===== config.mk =====
export PLATFORM = sky130hd
export DESIGN_NAME = lfsr_bist_engine
export DESIGN_NICKNAME = d
export VERILOG_FILES = /design/src/rtl/bist_pkg.sv /design/src/rtl/bist_lfsr.sv /design/src/rtl/bist_xor_compact.sv /design/src/rtl/bist_seq.sv /design/src/rtl/lfsr_bist_engine.sv
export SDC_FILE = /design/constraint.sdc
export NUM_CORES = 1
export LEC_CHECK = 0
export ABC_CLOCK_PERIOD_IN_PS = 3900
export CORE_UTILIZATION = 35
export CTS_BUF_LIST = sky130_fd_sc_hd__clkbuf_16
export CTS_CLUSTER_SIZE = 20
export DETAILED_ROUTE_END_ITERATION = 16
export PLACE_DENSITY_LB_ADDON = 0.1
export SYNTH_ARGS = -nofsm -noshare
export SYNTH_HDL_FRONTEND = slang
export SYNTH_SLANG_ARGS = --single-unit

===== constraint.sdc =====
create_clock -name clk -period 3.9 [get_ports clk]
set_input_delay 0.975 -clock clk [delete_from_list [all_inputs] [get_ports clk]]
set_output_delay 0.975 -clock clk [all_outputs]
set_load 0.02 [all_outputs]

===== src/rtl/bist_pkg.sv =====
// Shared types and defaults for the self-test engine.
// Assumes a shift-left Fibonacci register whose tap mask selects feedback bits.
package bist_pkg;
    // Taps at bits 15,4,3,2: polynomial 1 + x^3 + x^4 + x^5 + x^16
    localparam logic [15:0] DEF_TAPS = 16'h801C;
    localparam logic [15:0] DEF_SEED = 16'hACE1;

    typedef enum logic {
        SLOT_FIRST  = 1'b0,
        SLOT_SECOND = 1'b1
    } slot_e;
endpackage


===== src/rtl/bist_lfsr.sv =====
// Handshake-stepped LFSR: advances only when step_i is high, reloads the seed on reseed_i.
// Assumes SEED is non-zero and TAPS describes a primitive polynomial.
module bist_lfsr #(
    parameter int          W    = 16,
    parameter logic [W-1:0] TAPS = bist_pkg::DEF_TAPS,
    parameter logic [W-1:0] SEED = bist_pkg::DEF_SEED
) (
    input  logic         clk,
    input  logic         rst_n,
    input  logic         reseed_i,
    input  logic         step_i,
    output logic [W-1:0] state_o
);
    logic fb;

    // Feedback is the parity of the tapped bits
    assign fb = ^(state_o & TAPS);

    // State register: seed on reset or reseed, shift on step
    always_ff @(posedge clk) begin
        if (!rst_n || reseed_i) begin
            state_o <= SEED;
        end else if (step_i) begin
            state_o <= {state_o[W-2:0], fb};
        end
    end
endmodule


===== src/rtl/bist_xor_compact.sv =====
// Folds N compare bits into one parity bit through an explicit XOR chain.
// Assumes N >= 1; purely combinational.
module bist_xor_compact #(
    parameter int N = 64
) (
    input  logic [N-1:0] bits_i,
    output logic         parity_o
);
    logic [N:0] chain;

    assign chain[0] = 1'b0;

    // One XOR stage per cell result
    for (genvar i = 0; i < N; i++) begin : g_stage
        assign chain[i+1] = chain[i] ^ bits_i[i];
    end

    assign parity_o = chain[N];
endmodule


===== src/rtl/bist_seq.sv =====
// Handshake and pair sequencer: accepts four-phase steps, marks first/second operand,
// samples the parity one cycle after the second operand is captured, counts pairs.
// Assumes start_i is a single-cycle pulse and NUM_PAIRS >= 1.
module bist_seq #(
    parameter int NUM_PAIRS = 1000,
    localparam int CNT_W    = $clog2(NUM_PAIRS + 1)
) (
    input  logic clk,
    input  logic rst_n,
    input  logic start_i,
    input  logic req_i,
    input  logic mix_i,
    output logic ack_o,
    output logic step_o,
    output logic ld_first_o,
    output logic ld_second_o,
    output logic fail_o,
    output logic done_o,
    output logic busy_o
);
    import bist_pkg::*;

    localparam logic [CNT_W-1:0] LAST = CNT_W'(NUM_PAIRS - 1);

    slot_e             slot;
    logic              pend;
    logic [CNT_W-1:0]  cnt;
    logic              accept;

    // A step is taken on a fresh request while running and no result is pending
    assign accept = busy_o && req_i && !ack_o && !pend && !start_i;
    assign step_o = accept;

    // Four-phase acknowledge: rise on accept, fall once request is low
    always_ff @(posedge clk) begin
        if (!rst_n) begin
            ack_o <= 1'b0;
        end else if (accept) begin
            ack_o <= 1'b1;
        end else if (!req_i) begin
            ack_o <= 1'b0;
        end
    end

    // Operand-slot tracking and one-cycle load strobes
    always_ff @(posedge clk) begin
        if (!rst_n || start_i) begin
            slot        <= SLOT_FIRST;
            ld_first_o  <= 1'b0;
            ld_second_o <= 1'b0;
        end else begin
            ld_first_o  <= accept && (slot == SLOT_FIRST);
            ld_second_o <= accept && (slot == SLOT_SECOND);
            if (accept) begin
                slot <= (slot == SLOT_FIRST) ? SLOT_SECOND : SLOT_FIRST;
            end
        end
    end

    // Pending flag marks the cycle in which the pair result is sampled
    always_ff @(posedge clk) begin
        if (!rst_n || start_i) begin
            pend <= 1'b0;
        end else begin
            pend <= ld_second_o;
        end
    end

    // Run control: start, sticky fail, pair count and completion
    always_ff @(posedge clk) begin
        if (!rst_n) begin
            busy_o <= 1'b0;
            done_o <= 1'b0;
            fail_o <= 1'b0;
            cnt    <= '0;
        end else if (start_i) begin
            busy_o <= 1'b1;
            done_o <= 1'b0;
            fail_o <= 1'b0;
            cnt    <= '0;
        end else if (pend) begin
            fail_o <= fail_o | mix_i;
            cnt    <= cnt + 1'b1;
            if (cnt == LAST) begin
                done_o <= 1'b1;
                busy_o <= 1'b0;
            end
        end
    end
endmodule


===== src/rtl/lfsr_bist_engine.sv =====
// Top of the self-test engine: LFSR stimulus, pair sequencer and parity compactor.
// Assumes all cells are identical so a fault-free array yields even parity.
module lfsr_bist_engine #(
    parameter int                 N_CELLS   = 64,
    parameter int                 NUM_PAIRS = 1000,
    parameter int                 LFSR_W    = 16,
    parameter int                 TDAT_W    = 8,
    parameter logic [LFSR_W-1:0]  TAPS      = bist_pkg::DEF_TAPS,
    parameter logic [LFSR_W-1:0]  SEED      = bist_pkg::DEF_SEED
) (
    input  logic               clk,
    input  logic               rst_n,
    input  logic               start_i,
    input  logic               req_i,
    output logic               ack_o,
    output logic [TDAT_W-1:0]  tdat_o,
    output logic               ld_first_o,
    output logic               ld_second_o,
    input  logic [N_CELLS-1:0] cmp_res_i,
    output logic               mix_o,
    output logic               fail_o,
    output logic               done_o,
    output logic               busy_o
);
    logic [LFSR_W-1:0] lfsr_state;
    logic              step;

    bist_lfsr #(.W(LFSR_W), .TAPS(TAPS), .SEED(SEED)) u_lfsr (
        .clk      (clk),
        .rst_n    (rst_n),
        .reseed_i (start_i),
        .step_i   (step),
        .state_o  (lfsr_state)
    );

    bist_xor_compact #(.N(N_CELLS)) u_mix (
        .bits_i   (cmp_res_i),
        .parity_o (mix_o)
    );

    bist_seq #(.NUM_PAIRS(NUM_PAIRS)) u_seq (
        .clk         (clk),
        .rst_n       (rst_n),
        .start_i     (start_i),
        .req_i       (req_i),
        .mix_i       (mix_o),
        .ack_o       (ack_o),
        .step_o      (step),
        .ld_first_o  (ld_first_o),
        .ld_second_o (ld_second_o),
        .fail_o      (fail_o),
        .done_o      (done_o),
        .busy_o      (busy_o)
    );

    // Broadcast the low byte of the register as test data
    assign tdat_o = lfsr_state[TDAT_W-1:0];
endmodule


### Word-level counts from Yosys, hierarchy flattened

Cells that the tools add are included.

* bits in registers: 34
* bits of input ports: 68
* output and inout bits: 15
* word-level logic and storage cells: 102

* $add $sub $neg: 1
* equality and inequality tests: 2
* muxes and demuxes: 6
* bitwise gates (word level): 66
* reduce and logical (&&, ||, !) cells: 17

Operators with widths (number)
* 1-bit XOR: 63
* 16-bit XOR reduction: 1
* 10-bit by 1-bit adder with 10-bit output (second input constant): 1
* 10-bit == test (second input constant): 1
* 1-bit logical AND: 6
* 1-bit 2-to-1 mux: 6
* 1-bit zero test: 4
* 2-bit AND reduction: 2
* 2-bit nonzero test: 2
* 2-bit by 1-bit != test with 1-bit output (second input constant): 1
* 1-bit inverter: 2
* 2-bit OR reduction: 1
* 1-bit logical OR: 1
* 1-bit bitwise OR: 1

### Logic depth before layout (Yosys ltp)

Gate-level depths: netlist (run 1).

* word-level depth: 64
* depth in mapped cells: 7
* gate-level depth less buffers: 7

### Modules after synthesis

A second synthesis (run 1) with hierarchy kept.

* cells, all modules: 191
* area, all modules: 1925.6 um^2

Modules (own cells, without submodules)
* bist_seq: times used 1, cells an instance 77, area an instance 732.0 um^2, seq. area each 360.3 um^2
* bist_lfsr: times used 1, cells an instance 57, area an instance 611.8 um^2, seq. area each 320.3 um^2
* bist_xor_compact: times used 1, cells an instance 57, area an instance 581.8 um^2, seq. area each 0.0 um^2

### Worst setup path before layout (run 1)

OpenSTA, ideal clock, no wires.

* path type: input to output
* start point: in cmp_res_i[27]
* end point: out mix_o
* arrival time: 2.136 ns
* data required time: 2.925 ns
* slack: 0.789 ns
* stages on the path: 6
* path buffers: 0
* cells stage by stage: xor2_1 xnor2_1 xnor2_1 xnor2_1 xnor2_1 xnor2_1

* longest elaborated chain between the ends: 37

Ends and longest elaborated chain
* from (decl): RTL line lfsr_bist_engine.sv:19 `input logic [N_CELLS-1:0] cmp_res_i,`
* 1-bit XOR (37 in a row): RTL line bist_xor_compact.sv:15 `assign chain[i+1] = chain[i] ^ bits_i[i];`
* to (decl): RTL line lfsr_bist_engine.sv:20 `output logic mix_o,`

No other way between the ends.

### Worst setup path in the final report (run 1)

* start point: in cmp_res_i[28]
* end point: out mix_o

* longest elaborated chain between the ends: 36

Ends and longest elaborated chain (RTL line)
* 1-bit XOR (36 in a row): bist_xor_compact.sv:15

No other way between the ends.

==> impl_metrics.yaml, run 1 <==
power:
  leakage_nw: 0.992
  p_per_area_nw_per_um2: 412
  ir_worst_vdd_uv: 319
yosys:
  synth_simple_gate_area_share: 0.181
  synth_top_family_by_area: "XOR/XNOR gates"
  ys_seq_area_frac: 0.364
  synth_cells: 215
  ys_types: 25
  synthXorXnorAreaFrac: 0.356
  synth.area.top_cells: "dfxtp_1 (36%), xnor2_1 (30%), nand2_1 (7.0%)"
  synth_seq_cells: 34
  synth_compound_area_frac: 0.0395
  synth_area_sq_um: 1870
  yosysWarnings: 0
  synth_mux_area_frac: 0.00535
  postSynthAreaPerCell_sq_um: 8.69
  synth_nets: 284
  synth_top_area_share: 0.364
  synth_top_area_cell: "dfxtp_1"
  synth-adder-area-share: 0.00669
clock_network:
  h-tree-depth: 2
  clkSinkCount: 34
  cts_tree: "done"
  clock_path_buffers: 2
  clk_latency_ns: 0.27
  numCtsBuffers: 5
  cts_root_buf: "clkbuf_16"
  clk_pin_slew_ns: 0.05
  postCtsSetupBuffers: 0
worst_setup_path:
  crit_path_start_kind: "primary input"
  cp-end-kind: "primary output"
  cp_slowest_cell: "clkdlybuf4s50_1"
  path_cells: "clkdlybuf4s50_1, xor2_1, xnor2_1, xnor2_1, xnor2_1, xnor2_1, xnor2_1, clkbuf_2"
  slowest_delay_ns: 0.47
  cp_top_family: "XOR/XNOR gates"
  crit_buf_inv: 2
  worstRegToRegCells: 4
  arrival_ns: 2.65
  cp.depth: 8
  cp.required_ns: 2.92
  critPathMostFrequentCell: "xnor2_1"
  crit_type: "in2out"
  crit_fanout: 2
hold_path:
  hold_depth: 2
  hp-class: "reg2reg"
timing:
  fin_crit_sh: 0.930
  tightestPinTransition_ns: 0.800
  fmax_ghz: 0.276
  drv_slew: 0
  setup_viol: 0
  hold_viol_final: 0
  finalClockSkew_ns: 0.00265
  fin_ws_ns: 0.271
  rsz0062_at_grt: "false"
  maxSlewHeadroom: 0.467
  min_period_ns: 3.63
placed_design:
  place.detailed.hpwl_um: 2810
  place_ws_ns: -0.177
  dp.cells: 353
  io_buffers: 82
  routabilityCongestion: 0.683
run:
  maxCapViolations: 0
floorplanning:
  fp.dieArea_sq_um: 5640
  io_pins: 83
  coreArea_sq_um: 5140
  rows: 26
  die_h_um: 75.1
  start_util: 0.364
  fp.dieW_um: 75.1
cells_and_area:
  final-seq-area_sq_um: 681
  finalNonFillerCells: 361
  drive_gt1_frac: 0.0241
  final_cell_mix: "clkdlybuf4s50_1 (81), xnor2_1 (63), nand2_1 (35)"
  syn_to_final_growth_pct: 51.3
  n_antenna_cell: 0
  layout.nets: 359
  multi_input_comb_area_sq_um: 1100
  layout_commonest_cell: "clkdlybuf4s50_1"
  nFillCells: 534
detailed_routing:
  first_iter_violations: 63
  viasPerCell: 4.28
  drc: 0
  firstDrtPassIters: 4
  detail-route-antenna-nets: 0
  vias: 1546
  routedWlPerCell_um: 9.69
  wirelength_um: 3500
global_route:
  grt_pass1_vias: 1403
  antenna_found_initial: 0
  grt_pass1_wl_um: 5830
  grt_max_degree: 22
  overflow: 0
  grt_usage: 0.138
outcome:
  status: "finished, final reports clean"
-- cells in the mapped netlist --
cell,instances
xnor2_1,63
nand2_1,35
dfxtp_1,34
nor2_1,16
xor2_1,13
nand3_1,9
a21oi_1,8
buf_4,8
clkbuf_1,5
nand4_1,4
nor3_1,3
and2_1,2
buf_2,2
nor2b_1,2
a31o_1,1
and3_1,1
and3b_1,1
ha_1,1
mux2i_1,1
nand2b_1,1
nand3b_1,1
nor3b_1,1
o211a_1,1
o211ai_1,1
o21a_1,1
-- through the flow --
stage | instance area (sq um) | hold WS (ns) | TNS, ns | utilization | total power [mW]
floorplan | 1870 | 0.432 | 0 | - | 0.627
global placement | 2700 | 0.440 | -0.178 | 0.525 | 0.848
detailed placement | 2700 | 0.450 | -0.177 | 0.525 | 0.847
CTS | 2830 | 0.457 | 0 | 0.551 | 1.19
global route | 2830 | 0.470 | 0 | 0.550 | 1.22
finish | 2830 | 0.455 | 0 | 0.550 | 1.16
-- per-layer routing --
metal	vias to the layer above	track usage	wire, um
met5	-	0	0
met4	0	0.0440	44
met3	4	0.0803	395
met2	71	0.218	1520
met1	648	0.155	1530
li1	823	-	-
-- final timing paths --
path	startpoint	slack [ns]	endpoint
worst max-delay path	cmp_res_i[28]	0.27	mix_o
worst min register to register	u_lfsr.state_o[13]$_SDFFE_PP1P_	0.46	u_lfsr.state_o[14]$_SDFFE_PP0P_
worst max register to register	u_seq.pend$_SDFF_PP0_	2.12	u_lfsr.state_o[0]$_SDFFE_PP1P_
worst min-delay path	u_lfsr.state_o[13]$_SDFFE_PP1P_	0.46	u_lfsr.state_o[14]$_SDFFE_PP0P_
-- cell type report --
type	count	share of cell area
clock inverter	3	0.00398
multi-input combinational	166	0.389
sequential	34	0.241
tap	70	0.0310
timing repair buffer	83	0.291
clock buffer	5	0.0442
-- sequential cells by signal, indices dropped and copies added, names as in the netlist --
signal             flops
u_seq.fail_o           1
u_seq.slot             1
u_lfsr.state_o        16
u_seq.ld_second_o      1
u_seq.ack_o            1
u_seq.busy_o           1
u_seq.done_o           1
u_seq.pend             1
u_seq.ld_first_o       1
u_seq.cnt             10
-- worst reg2reg max path, cell delays in order, from the launching register on --
cell	delay, ns
dfxtp_1	0.40
nor3b_1	0.37
nand3b_1	0.54
nand2_1	0.22
o211ai_1	0.10
-- what timing repair did --
item / CTS / global route
endpoints found under the setup margin: 1 / 1
resized for setup: 1 / 2
hold buffers: 0 / 0
-- power breakdown --
part           switching, mW  leakage [nW]  internal, mW  total [mW]
combinational          0.199         0.651         0.252       0.451
clock                  0.131        0.0663         0.229       0.360
sequential           0.00227         0.275         0.352       0.354
-- logic make-up after synthesis --
family          Yosys count
simple gates             76
fa+ha+maj                 1
flops                    34
buf+inv                  15
mux                       1
xor+xnor                 76
compound gates           12
No activity file was read; power rests on OpenSTA's default activity.
==> run 2: changes to the inputs <==
Settings changed: SETUP_SLACK_MARGIN set to 0.4.
==> run 2 against run 1 <==
Compared with the run above: register-to-register slack hardly changed; worst hold slack hardly changed; global-route usage hardly changed; routed wire length is 2.5% higher.
==> impl_metrics.yaml, run 2 (synthesis gave the netlist of run 1 again) <==
detailed_routing:
  firstDrtPassIters: 4
  detail-route-antenna-nets: 0
  routedWlPerCell_um: 9.93
  viasPerCell: 4.33
  drc: 0
  vias: 1563
  first_iter_violations: 60
  wirelength_um: 3580
worst_setup_path:
  cp-end-kind: "primary output"
  cp.required_ns: 2.92
  crit_fanout: 2
  crit_type: "in2out"
  arrival_ns: 2.39
  rr_startpoint: "u_seq.pend$_SDFF_PP0_"
  reg2reg_to: "u_lfsr.state_o[0]$_SDFFE_PP1P_"
  crit_path_start_kind: "primary input"
  rrSetupSlack_ns: 2.12
  worstRegToRegCells: 4
clock_network:
  cts_tree: "done"
  clkSinkCount: 34
  h-tree-depth: 2
  clock_path_buffers: 2
  numCtsBuffers: 5
  clk_latency_ns: 0.27
  cts_root_buf: "clkbuf_16"
  clk_pin_slew_ns: 0.05
  postCtsSetupBuffers: 0
timing:
  rsz0062_at_grt: "false"
  finalClockSkew_ns: 0.00205
  setup_viol: 0
  timing.hold.ws_ns: 0.455
  maxSlewHeadroom: 0.459
  final.setup.tns_ns: 0
  hold_viol_final: 0
  fin_crit_sh: 0.864
  min_period_ns: 3.37
  fmax_ghz: 0.297
  tightestPinTransition_ns: 0.812
  drv_slew: 0
floorplanning:
  fp.dieW_um: 75.1
  die_h_um: 75.1
  rows: 26
  start_util: 0.364
  io_pins: 83
  coreArea_sq_um: 5140
  fp.dieArea_sq_um: 5640
global_route:
  antenna_found_initial: 0
  grt_pass1_vias: 1420
  overflow: 0
  grt_usage: 0.137
  grt_pass1_wl_um: 5810
  grt_max_degree: 22
cells_and_area:
  layout.nets: 359
  layout_commonest_cell: "xnor2_1"
  drive_gt1_frac: 0.0481
  regMostFlops: "u_lfsr.state_o"
  reg_top3: "u_lfsr.state_o x16, u_seq.cnt x10"
  fin_area_sq_um: 2820
  largest_reg_flops: 16
  n_antenna_cell: 0
  final_cell_mix: "xnor2_1 (56), dlygate4sd2_1 (47), nand2_1 (35)"
  syn_to_final_growth_pct: 51.1
  nFillCells: 554
outcome:
  status: "finished, final reports clean"
placed_design:
  post_dp_cell_area_sq_um: 2700
  routabilityCongestion: 0.683
  place.detailed.hpwl_um: 2810
  io_buffers: 82
power:
  total_power_mw: 1.17
  p_per_area_nw_per_um2: 415
  leakage_nw: 1.11
  ir_worst_vdd_uv: 317
hold_path:
  hold_end: "u_lfsr.state_o[14]$_SDFFE_PP0P_"
  min-delay-start: "u_lfsr.state_o[14]$_SDFFE_PP0P_"
  hold_depth: 2
  hp-class: "reg2reg"
run:
  maxCapViolations: 0
run 2: worst max-delay path by stage:
stage	start	end	cells after the start
floorplan	cmp_res_i[27]	mix_o	6
global placement	cmp_res_i[28]	mix_o	8
detailed placement	cmp_res_i[28]	mix_o	8
CTS	cmp_res_i[6]	mix_o	8
global route	cmp_res_i[11]	mix_o	8
finish	cmp_res_i[21]	mix_o	8
run 2: what timing repair did:
action	CTS	global route
endpoints found under the setup margin	1	1
pin swaps	63	22
hold buffers	0	0
resized for setup	70	23
run 2: layout make-up:
type / instances / area (sq um) / area share
clock buffers: 5 / 125 / 0.0443
flip-flops and latches: 34 / 681 / 0.241
multi-input cells: 166 / 1150 / 0.408
clock inverters: 3 / 11.3 / 0.00399
repair buffers: 83 / 767 / 0.272
well taps: 70 / 87.6 / 0.0310
run 2: critical path, stage by stage:
cell           delay [ns]
dlygate4sd2_1        0.24
xnor2_1              0.17
xnor2_1              0.17
xnor2_1              0.16
xnor2_1              0.15
xnor2_1              0.17
xnor2_1              0.17
buf_4                0.18
run 2: report_power, final:
| group | internal [mW] | switching (mW) |
|---|---|---|
| sequential | 0.352 | 0.00227 |
| combinational | 0.254 | 0.202 |
| clock | 0.229 | 0.131 |
| total | 0.835 | 0.336 |
run 2: routing by layer:
metal | wire [um] | track usage | vias up
li1 | - | - | 822
met1 | 1540 | 0.158 | 665
met2 | 1600 | 0.214 | 72
met3 | 393 | 0.0790 | 4
met4 | 44 | 0.0440 | 0
met5 | 0 | 0 | -
run 2: metrics by stage:
step | setup slack (ns) | std cells | utilization
2_1_floorplan | 0.789 | 215 | -
3_3_place_gp | -0.178 | 353 | 0.525
3_5_place_dp | -0.177 | 353 | 0.525
4_1_cts | 0.478 | 361 | 0.537
5_1_grt | 0.364 | 361 | 0.549
6_report | 0.532 | 361 | 0.549
==> run 3: changes to the inputs <==
Settings changed: SKIP_CTS_REPAIR_TIMING set to 1.
==> run 3 against run 2 <==
Compared with the run above: non-clock buffer count did not move; clock-buffer cell count did not move; worst hold slack barely moved; combinational power rose by 5.0%; critical path type unchanged; largest power group unchanged.
==> impl_metrics.yaml, run 3 (synthesis gave the netlist of run 1 again) <==
outcome:
  status: "finished, final reports clean"
clock_network:
  cts_tree: "done"
  clk_pin_slew_ns: 0.05
  h-tree-depth: 2
  clkSinkCount: 34
  cts_root_buf: "clkbuf_16"
  clock_path_buffers: 2
  clk_latency_ns: 0.27
  numCtsBuffers: 5
detailed_routing:
  vias: 1583
  routedWlPerCell_um: 11.1
  detail-route-antenna-nets: 0
  wirelength_um: 4000
  viasPerCell: 4.39
  firstDrtPassIters: 4
  drc: 0
  first_iter_violations: 58
floorplanning:
  rows: 26
  fp.dieArea_sq_um: 5640
  die_h_um: 75.1
  io_pins: 83
  coreArea_sq_um: 5140
  fp.dieW_um: 75.1
  start_util: 0.364
placed_design:
  place.detailed.hpwl_um: 2810
  io_buffers: 82
  routabilityCongestion: 0.683
run:
  maxCapViolations: 0
timing:
  maxSlewHeadroom: 0.459
  timing.hold.ws_ns: 0.455
  fmax_ghz: 0.303
  tightestPinTransition_ns: 0.812
  rsz0062_at_grt: "false"
  hold_viol_final: 0
  finalClockSkew_ns: 0.00211
  fin_crit_sh: 0.847
  drv_slew: 0
  setup_viol: 0
  min_period_ns: 3.30
global_route:
  grt_max_degree: 22
  grt_pass1_vias: 1403
  grt_pass1_wl_um: 5830
  antenna_found_initial: 0
  overflow: 0
  grt_usage: 0.138
worst_setup_path:
  crit_buf_inv: 2
  cp_slowest_cell: "xnor2_1"
  slowest_delay_ns: 0.19
  crit_type: "in2out"
  cp_top_family: "XOR/XNOR gates"
  path_cells: "dlymetal6s2s_1, xnor2_2, xnor2_1, xnor2_1, xnor2_1, xnor2_1, xnor2_1, buf_4"
  arrival_ns: 2.33
  crit_path_start_kind: "primary input"
  critPathMostFrequentCell: "xnor2_1"
  cp.required_ns: 2.92
  cp-end-kind: "primary output"
  crit_fanout: 2
cells_and_area:
  n_antenna_cell: 0
  layout.nets: 359
  nFillCells: 480
  layout_commonest_cell: "dlymetal6s2s_1"
  reg_top3: "u_lfsr.state_o x16, u_seq.cnt x10"
  final_util: 0.602
  drive_gt1_frac: 0.0722
  largest_reg_flops: 16
  regMostFlops: "u_lfsr.state_o"
  syn_to_final_growth_pct: 65.6
  final_cell_mix: "dlymetal6s2s_1 (64), xnor2_1 (49), nand2_1 (35)"
  multi_input_comb_area_sq_um: 1200
  final-seq-area_sq_um: 681
power:
  leakage_nw: 1.66
  ir_worst_vdd_uv: 364
  p_per_area_nw_per_um2: 386
hold_path:
  hp-class: "reg2reg"
==> run 3: final cells by class <==
cell class | instances | area share
clock buffer | 5 | 0.0404
sequential | 34 | 0.220
clock inverter | 3 | 0.00364
multi-input combinational | 166 | 0.389
timing repair buffer | 83 | 0.319
tap | 70 | 0.0283
==> run 3: through the flow <==
stage	area [sq um]	setup TNS (ns)	power [mW]	setup WS, ns	std cells
finish	3100	0	1.19	0.597	361
global route	3100	0	1.25	0.425	361
CTS	2830	-0.203	1.21	-0.203	361
detailed placement	2700	-0.177	0.847	-0.177	353
global placement	2700	-0.178	0.848	-0.178	353
floorplan	1870	0	0.627	0.789	215
==> run 3: final timing paths <==
kind                                                        end                             from  slack (ns)  cells after the start
worst max-delay path                                      mix_o                     cmp_res_i[6]        0.60                      8
worst min-delay path            u_lfsr.state_o[14]$_SDFFE_PP0P_  u_lfsr.state_o[14]$_SDFFE_PP0P_        0.46                      2
worst max register to register   u_lfsr.state_o[0]$_SDFFE_PP1P_            u_seq.pend$_SDFF_PP0_        2.12                      4
worst min register to register  u_lfsr.state_o[14]$_SDFFE_PP0P_  u_lfsr.state_o[14]$_SDFFE_PP0P_        0.46                      2
==> run 3: worst reg2reg max path, stage by stage, from the launching register on <==
cell and delay [ns]:
dfxtp_1 0.39, nor3b_1 0.36, nand3b_1 0.54, nand2_1 0.22
o211ai_1 0.10
==> run 3: metal layers <==
layer  GRT usage  up-vias  share of wire
met5           0        -              0
met4      0.0440        0          0.011
met3      0.0803        4           0.10
met2       0.218       71           0.46
met1       0.155      684           0.43
li1            -      824              -
==> run 3: power by group <==
group / switching [mW] / total (mW) / internal [mW]
Sequential: 0.00227 / 0.354 / 0.352
Clock: 0.132 / 0.361 / 0.229
Combinational: 0.209 / 0.479 / 0.270
Total: 0.343 / 1.19 / 0.851
